===== config.mk =====
export PLATFORM = sky130hd
export DESIGN_NAME = subwin_copy_engine
export DESIGN_NICKNAME = d
export VERILOG_FILES = /design/src/rtl/scw_pkg.sv /design/src/rtl/scw_cmd_decoder.sv /design/src/rtl/scw_walker.sv /design/src/rtl/subwin_copy_engine.sv
export SDC_FILE = /design/constraint.sdc
export NUM_CORES = 2
export LEC_CHECK = 0
export ABC_AREA = 1
export BUFFER_PORTS_ARGS = -buffer_cell sky130_fd_sc_hd__buf_4
export CORE_MARGIN = 2
export CORE_UTILIZATION = 40
export DETAILED_ROUTE_END_ITERATION = 8
export SETUP_SLACK_MARGIN = 0.05
export SYNTH_ARGS = -nofsm -noshare
export SYNTH_HDL_FRONTEND = slang
export SYNTH_SLANG_ARGS = --single-unit

===== constraint.sdc =====
create_clock -name clk -period 13.72 [get_ports clk]
set_clock_uncertainty 0.1 [all_clocks]
set_input_delay 2.744 -clock clk [delete_from_list [all_inputs] [get_ports clk]]
set_output_delay 2.744 -clock clk [all_outputs]
set_load 0.01 [all_outputs]

===== src/rtl/scw_pkg.sv =====
package scw_pkg;
  localparam int PKT_WORDS = 13;
  localparam int CNT_W     = 4;
  localparam int XY_W      = 14;
  localparam int Z_W       = 11;
  localparam int PITCH_W   = 20;
  localparam int SLICE_W   = 29;
  localparam logic [7:0] OP_COPY   = 8'h01;
  localparam logic [7:0] SUB_LINWIN = 8'h04;

  typedef struct packed {
    logic [63:0]        base;
    logic [XY_W-1:0]    x0;
    logic [XY_W-1:0]    y0;
    logic [Z_W-1:0]     z0;
    logic [PITCH_W-1:0] pitch;
    logic [SLICE_W-1:0] slice;
  } surf_t;

  function automatic surf_t unpack_surf(input logic [31:0] lo, input logic [31:0] hi,
                                        input logic [31:0] xy, input logic [31:0] zp,
                                        input logic [31:0] sl);
    surf_t s;
    s.base  = {hi, lo};
    s.x0    = xy[13:0];
    s.y0    = xy[29:16];
    s.z0    = zp[10:0];
    s.pitch = {1'b0, zp[31:13]} + 20'd1;
    s.slice = {1'b0, sl[27:0]} + 29'd1;
    return s;
  endfunction

  function automatic logic pitch_fits(input logic [2:0] lg, input logic [PITCH_W-1:0] p);
    case (lg)
      3'd0:    return p[1:0] == 2'b00;
      3'd1:    return p[0] == 1'b0;
      default: return 1'b1;
    endcase
  endfunction

  function automatic logic [63:0] elem_addr(input surf_t s, input logic [2:0] lg,
                                            input logic [XY_W-1:0] ci,
                                            input logic [XY_W-1:0] cj,
                                            input logic [Z_W-1:0] ck);
    logic [63:0] row, plane, col, idx;
    plane = 64'(s.z0 + 12'(ck)) * 64'(s.slice);
    row   = 64'(s.y0 + 15'(cj)) * 64'(s.pitch);
    col   = 64'(s.x0 + 15'(ci));
    idx   = plane + row + col;
    return s.base + (idx << lg);
  endfunction
endpackage


===== src/rtl/scw_cmd_decoder.sv =====
module scw_cmd_decoder
  import scw_pkg::*;
(
  input  logic              clk,
  input  logic              rst_n,
  input  logic              cmd_valid,
  input  logic [31:0]       cmd_data,
  input  logic              busy,
  output logic              cmd_ready,
  output logic              launch_ok,
  output logic              launch_bad,
  output surf_t             src,
  output surf_t             dst,
  output logic [2:0]        lg,
  output logic [XY_W-1:0]   w_m1,
  output logic [XY_W-1:0]   h_m1,
  output logic [Z_W-1:0]    d_m1
);
  localparam logic [CNT_W-1:0] LAST_IDX = CNT_W'(PKT_WORDS - 1);

  logic [31:0]      wq [PKT_WORDS];
  logic [CNT_W-1:0] cnt;
  logic             take, take_last, hdr_ok, align_ok, sound;

  assign cmd_ready = !busy && !launch_ok;
  assign take      = cmd_valid && cmd_ready;
  assign take_last = take && (cnt == LAST_IDX);

  assign src  = unpack_surf(wq[1], wq[2], wq[3], wq[4], wq[5]);
  assign dst  = unpack_surf(wq[6], wq[7], wq[8], wq[9], wq[10]);
  assign lg   = wq[0][31:29];
  assign w_m1 = wq[11][13:0];
  assign h_m1 = wq[11][29:16];
  assign d_m1 = wq[12][10:0];

  assign hdr_ok   = (wq[0][7:0] == OP_COPY) && (wq[0][15:8] == SUB_LINWIN) && (lg <= 3'd4);
  assign align_ok = (wq[1][1:0] == 2'b00) && (wq[6][1:0] == 2'b00) &&
                    pitch_fits(lg, src.pitch) && pitch_fits(lg, dst.pitch);
  assign sound    = hdr_ok && align_ok;

  always_ff @(posedge clk) begin
    if (take) wq[cnt] <= cmd_data;
  end

  always_ff @(posedge clk) begin
    if (!rst_n) begin
      cnt        <= '0;
      launch_ok  <= 1'b0;
      launch_bad <= 1'b0;
    end else begin
      launch_ok  <= take_last && sound;
      launch_bad <= take_last && !sound;
      if (take) cnt <= take_last ? '0 : cnt + 1'b1;
    end
  end
endmodule


===== src/rtl/scw_walker.sv =====
module scw_walker
  import scw_pkg::*;
(
  input  logic            clk,
  input  logic            rst_n,
  input  logic            go,
  input  logic [XY_W-1:0] w_m1,
  input  logic [XY_W-1:0] h_m1,
  input  logic [Z_W-1:0]  d_m1,
  input  logic            req_ready,
  output logic            active,
  output logic [XY_W-1:0] ci,
  output logic [XY_W-1:0] cj,
  output logic [Z_W-1:0]  ck,
  output logic            step,
  output logic            final_step,
  output logic            done
);
  logic end_i, end_j, end_k;

  assign end_i      = (ci == w_m1);
  assign end_j      = (cj == h_m1);
  assign end_k      = (ck == d_m1);
  assign step       = active && req_ready;
  assign final_step = step && end_i && end_j && end_k;

  always_ff @(posedge clk) begin
    if (!rst_n) begin
      active <= 1'b0;
      done   <= 1'b0;
      ci     <= '0;
      cj     <= '0;
      ck     <= '0;
    end else begin
      done <= final_step;
      if (go) begin
        active <= 1'b1;
        ci     <= '0;
        cj     <= '0;
        ck     <= '0;
      end else if (step) begin
        if (final_step) active <= 1'b0;
        if (!end_i) ci <= ci + 1'b1;
        else begin
          ci <= '0;
          if (!end_j) cj <= cj + 1'b1;
          else begin
            cj <= '0;
            ck <= ck + 1'b1;
          end
        end
      end
    end
  end
endmodule


===== src/rtl/subwin_copy_engine.sv =====
module subwin_copy_engine
  import scw_pkg::*;
#(
  parameter int ADDR_W = 64
) (
  input  logic              clk,
  input  logic              rst_n,
  input  logic              cmd_valid,
  input  logic [31:0]       cmd_data,
  output logic              cmd_ready,
  output logic              req_valid,
  input  logic              req_ready,
  output logic [ADDR_W-1:0] req_rd_addr,
  output logic [ADDR_W-1:0] req_wr_addr,
  output logic              done,
  output logic              err
);
  surf_t           src_s, dst_s;
  logic [2:0]      lg;
  logic [XY_W-1:0] w_m1, h_m1, ci, cj;
  logic [Z_W-1:0]  d_m1, ck;
  logic            pkt_go, pkt_drop, walk_active, elem_hs, final_hs;

  scw_cmd_decoder u_dec (
    .clk(clk), .rst_n(rst_n), .cmd_valid(cmd_valid), .cmd_data(cmd_data),
    .busy(walk_active), .cmd_ready(cmd_ready), .launch_ok(pkt_go),
    .launch_bad(pkt_drop), .src(src_s), .dst(dst_s), .lg(lg),
    .w_m1(w_m1), .h_m1(h_m1), .d_m1(d_m1)
  );

  scw_walker u_walk (
    .clk(clk), .rst_n(rst_n), .go(pkt_go), .w_m1(w_m1), .h_m1(h_m1),
    .d_m1(d_m1), .req_ready(req_ready), .active(walk_active), .ci(ci),
    .cj(cj), .ck(ck), .step(elem_hs), .final_step(final_hs), .done(done)
  );

  assign req_valid   = walk_active;
  assign err         = pkt_drop;
  assign req_rd_addr = ADDR_W'(elem_addr(src_s, lg, ci, cj, ck));
  assign req_wr_addr = ADDR_W'(elem_addr(dst_s, lg, ci, cj, ck));
endmodule


==> results by group <==
STA
  – Min Tclk post-route: 13.52 ns
  – Slew @ Worst Pin: 1.13 ns
  – Fmax: ~0.074 GHz
  – Worst rel slew slack: between 20% and 30%
  – RSZ-0062 raised after global routing: yes
  – Setup-failing EPs final: 0
  – Tcrit/Tclk final: 98.5%
  – Max-slew violations: 0
  – Final hold vios: 0
  – Post-route setup slack: 0.203 ns

Setup path
  – Critical path type: flop to primary output
  – WP data required: between 10 and 15 ns
  – Nature of the critical path startpoint: flop
  – Arr. time, crit path: 10.67 ns
  – Reg2reg path depth: 9
  – Critical-path top delay cell: fa_2
  – CP max FO: 4
  – CP Capture Type: primary output
  – Critical Path Max Stage Delay: 0.59 ns

Synthesis
  – Syn Nets: between 10000 and 15000
  – Ys flop type: edfxtp_1
  – Cell area after synthesis: 75100 sq um
  – #FFs+latches synth: 405
  – Avg Inst Size Synth: around 7.8 sq um
  – Synth async-reset ratio: 0%
  – Synth area leaders: fa_1 32%, edfxtp_1 14%, nand2_1 12%
  – Combinational family with the most area after synthesis: adder cells
  – Synth top area share: 31.9%
  – Post-Synth Simple-Gate Area: 22.3%
  – Syn Inst Count: 9601
  – Post-synth cell types: 60
  – Adder-Cell Fraction of Synth Area: 42.4%
  – Post-synthesis sequential area ratio: ~16%
  – Post-synthesis mux area share: 0.240%
  – Post-Synth XOR/XNOR Area: 2.63%
  – Compound-gate portion of the synthesized area: ~4.6%
  – Synth warn: 0
  – Post-synth EDFFs: 358
  – Post-synth top area cell: fa_1

Placed design
  – Placer congestion estimate: 0.969
  – Port bufs: 167
  – Post-placement worst setup slack: roughly 0.081 ns
  – DP Wirelength: approximately 220 mm
  – DP Area: slightly above 80000 sq um
  – Placed insts: 12500

Layout
  – Most frequent cells in the layout: 2177 x nand2_1, 2131 x inv_1, 1136 x fa_1, 726 x buf_4, 684 x nor2_1
  – Share of cells above drive strength 1: 19.6%
  – Area grow syn2layout: 21.2%
  – Commonest non-fill, non-tap cell in the layout: nand2_1
  – Layout Nets: 12100
  – Fill count: 18100
  – Post-route cell area: 91000 sq um
  – Non-Filler Instances: 12800

Run
  – Max Cap Violations: 0

Die
  – Row count: 159
  – Core Area: 187000 sq um
  – IO Count: 168
  – Die ar.: 191000 sq um
  – Die width: 437 um
  – Initial Util: 40.1%
  – Overall die height: ~440 um

Clock tree
  – Clock root buffer: clkbuf_16
  – Reg clk slew, reported paths: approximately 0.06 ns
  – CTS Buf Count: 53
  – H-tree Lvls: 2
  – Worst-Skew Late Latency: 0.67 ns
  – Hold Buf Count CTS: 0
  – TritonCTS clock tree: yes
  – Clk sink count: 405
  – Max clock buf depth: 3

GRT
  – Initial antenna violation count: 22
  – GRT overflow: 0
  – First-pass GRT wire length: between 400 and 500 mm
  – Largest net degree at the start of global routing: 96
  – Overall global routing resource usage: 28.1%
  – Vias in the first global route: around 67000

Power
  – Leak: 45.0 nW
  – Worst vdd ir: 0.401 mV
  – Power density over the cells: between 100 and 150 nW/um^2

Routing
  – Antenna viol nets, final: 0
  – Drt initial violations: 5752
  – Routed via count: 65900
  – Total wire length: 273 mm
  – DRC Markers: 0
  – DR WL/cell: 21.3 um
  – Drt pass-1 iters: 6
  – Drt via density: 5.14

Worst hold path
  – Hold Path Class: flop to flop
  – Worst Hold Path Cells: 2

Status
  – Outcome: completed
==> cells by family (layout without fill, tap and decap cells) <==
group | after synthesis | after routing
and+or+nand+nor | 4060 | 4060
buffers and inverters | 2440 | 3119
adders and majority gates | 1825 | 1825
AOI/OAI and AO/OA | 631 | 631
DFF | 405 | 405
xor gates and xnor gates | 222 | 222
muxes | 18 | 18
other | 0 | 43
==> registers in the layout (all words and copies together) (netlist names) <==
name / count
u_dec.wq: 358
u_walk.ci: 14
u_walk.cj: 14
u_walk.ck: 11
u_dec.cnt: 4
u_dec.launch_bad: 1
u_dec.launch_ok: 1
u_walk.active: 1
u_walk.done: 1
==> stage by stage <==
| step | total power [mW] | hold slack (ns) | TNS, ns | util [%] |
|---|---|---|---|---|
| global placement | 7.49 | 0.391 | 0 | 44.1 |
| global route | 11.0 | 0.452 | -9.41 | 48.6 |
| CTS | 9.40 | 0.416 | 0 | 45.8 |
| finish | 10.4 | 0.421 | 0 | 48.6 |
| detailed placement | 7.46 | 0.402 | 0 | 44.1 |
| floorplan | 4.60 | 0.377 | 0 | - |
==> synth_stat cells (all sizes together), types with 3 or more instances <==
library cell and n:
a211oi 4, a21boi 12, a21o 9, a21oi 296, a22oi 4, a31oi 22, and2 6, and3 5
buf 49, clkbuf 155, clkinv 23, dfxtp 47, edfxtp 358, fa 1198, ha 627, inv 2213
mux2i 18, nand2 2339, nand3 536, nand3b 15, nand4 78, nor2 871, nor3 100, nor3b 4
nor4 35, o211ai 8, o21a 11, o21ai 221, o21bai 30, o22ai 3, o31ai 3, or2 68
xnor2 65, xor2 157
==> cell type report <==
class	count	area [sq um]	area share (%)
Multi-Input combinational cell	6756	59600	65.4
Sequential cell	405	11700	12.9
Inverter	2236	8450	9.29
Timing Repair Buffer	784	6230	6.84
Tap cell	2495	3120	3.43
Clock buffer	61	1400	1.54
Clock inverter	38	432	0.474
Antenna cell	43	108	0.118
==> what timing repair did <==
action                                  in CTS  in global routing
endpoints found under the setup margin      91                103
buffers inserted                            22                105
pin swaps                                   46                208
gates cloned                                 0                  1
resized for setup                          324               1035
==> routing by layer <==
layer  up-vias  wire, um  global-route usage [%]
li1      30400         -                       -
met1     32500    116000                    38.7
met2      2648    122000                    44.2
met3       419     23400                    5.29
met4         0     10900                    9.57
met5         -         0                       0
==> power breakdown <==
| group | internal (mW) | switching [mW] | leakage (nW) |
|---|---|---|---|
| sequential | 1.36 | 0.00738 | 3.62 |
| combinational | 3.13 | 4.44 | 40.5 |
| clock | 0.855 | 0.645 | 0.889 |
==> critical path, delay by kind of cell (launching register included) <==
kind | cells | cell delay [ns]
buf+inv | 11 | 1.01
xor+xnor | 2 | 0.46
flops | 1 | 0.42
simple gates | 26 | 3.29
fa+ha+maj | 10 | 4.84
==> path summary, 6_finish.rpt <==
kind | slack, ns | from | end
setup / recovery | 0.20 | u_dec.wq[10][0] | req_wr_addr[53]
hold / removal | 0.42 | u_dec.cnt[0] | u_dec.cnt[0]
setup reg to reg | 10.59 | u_walk.active | u_walk.cj[2]
hold reg to reg | 0.42 | u_dec.cnt[0] | u_dec.cnt[0]
(Power assumes the default switching activity.)
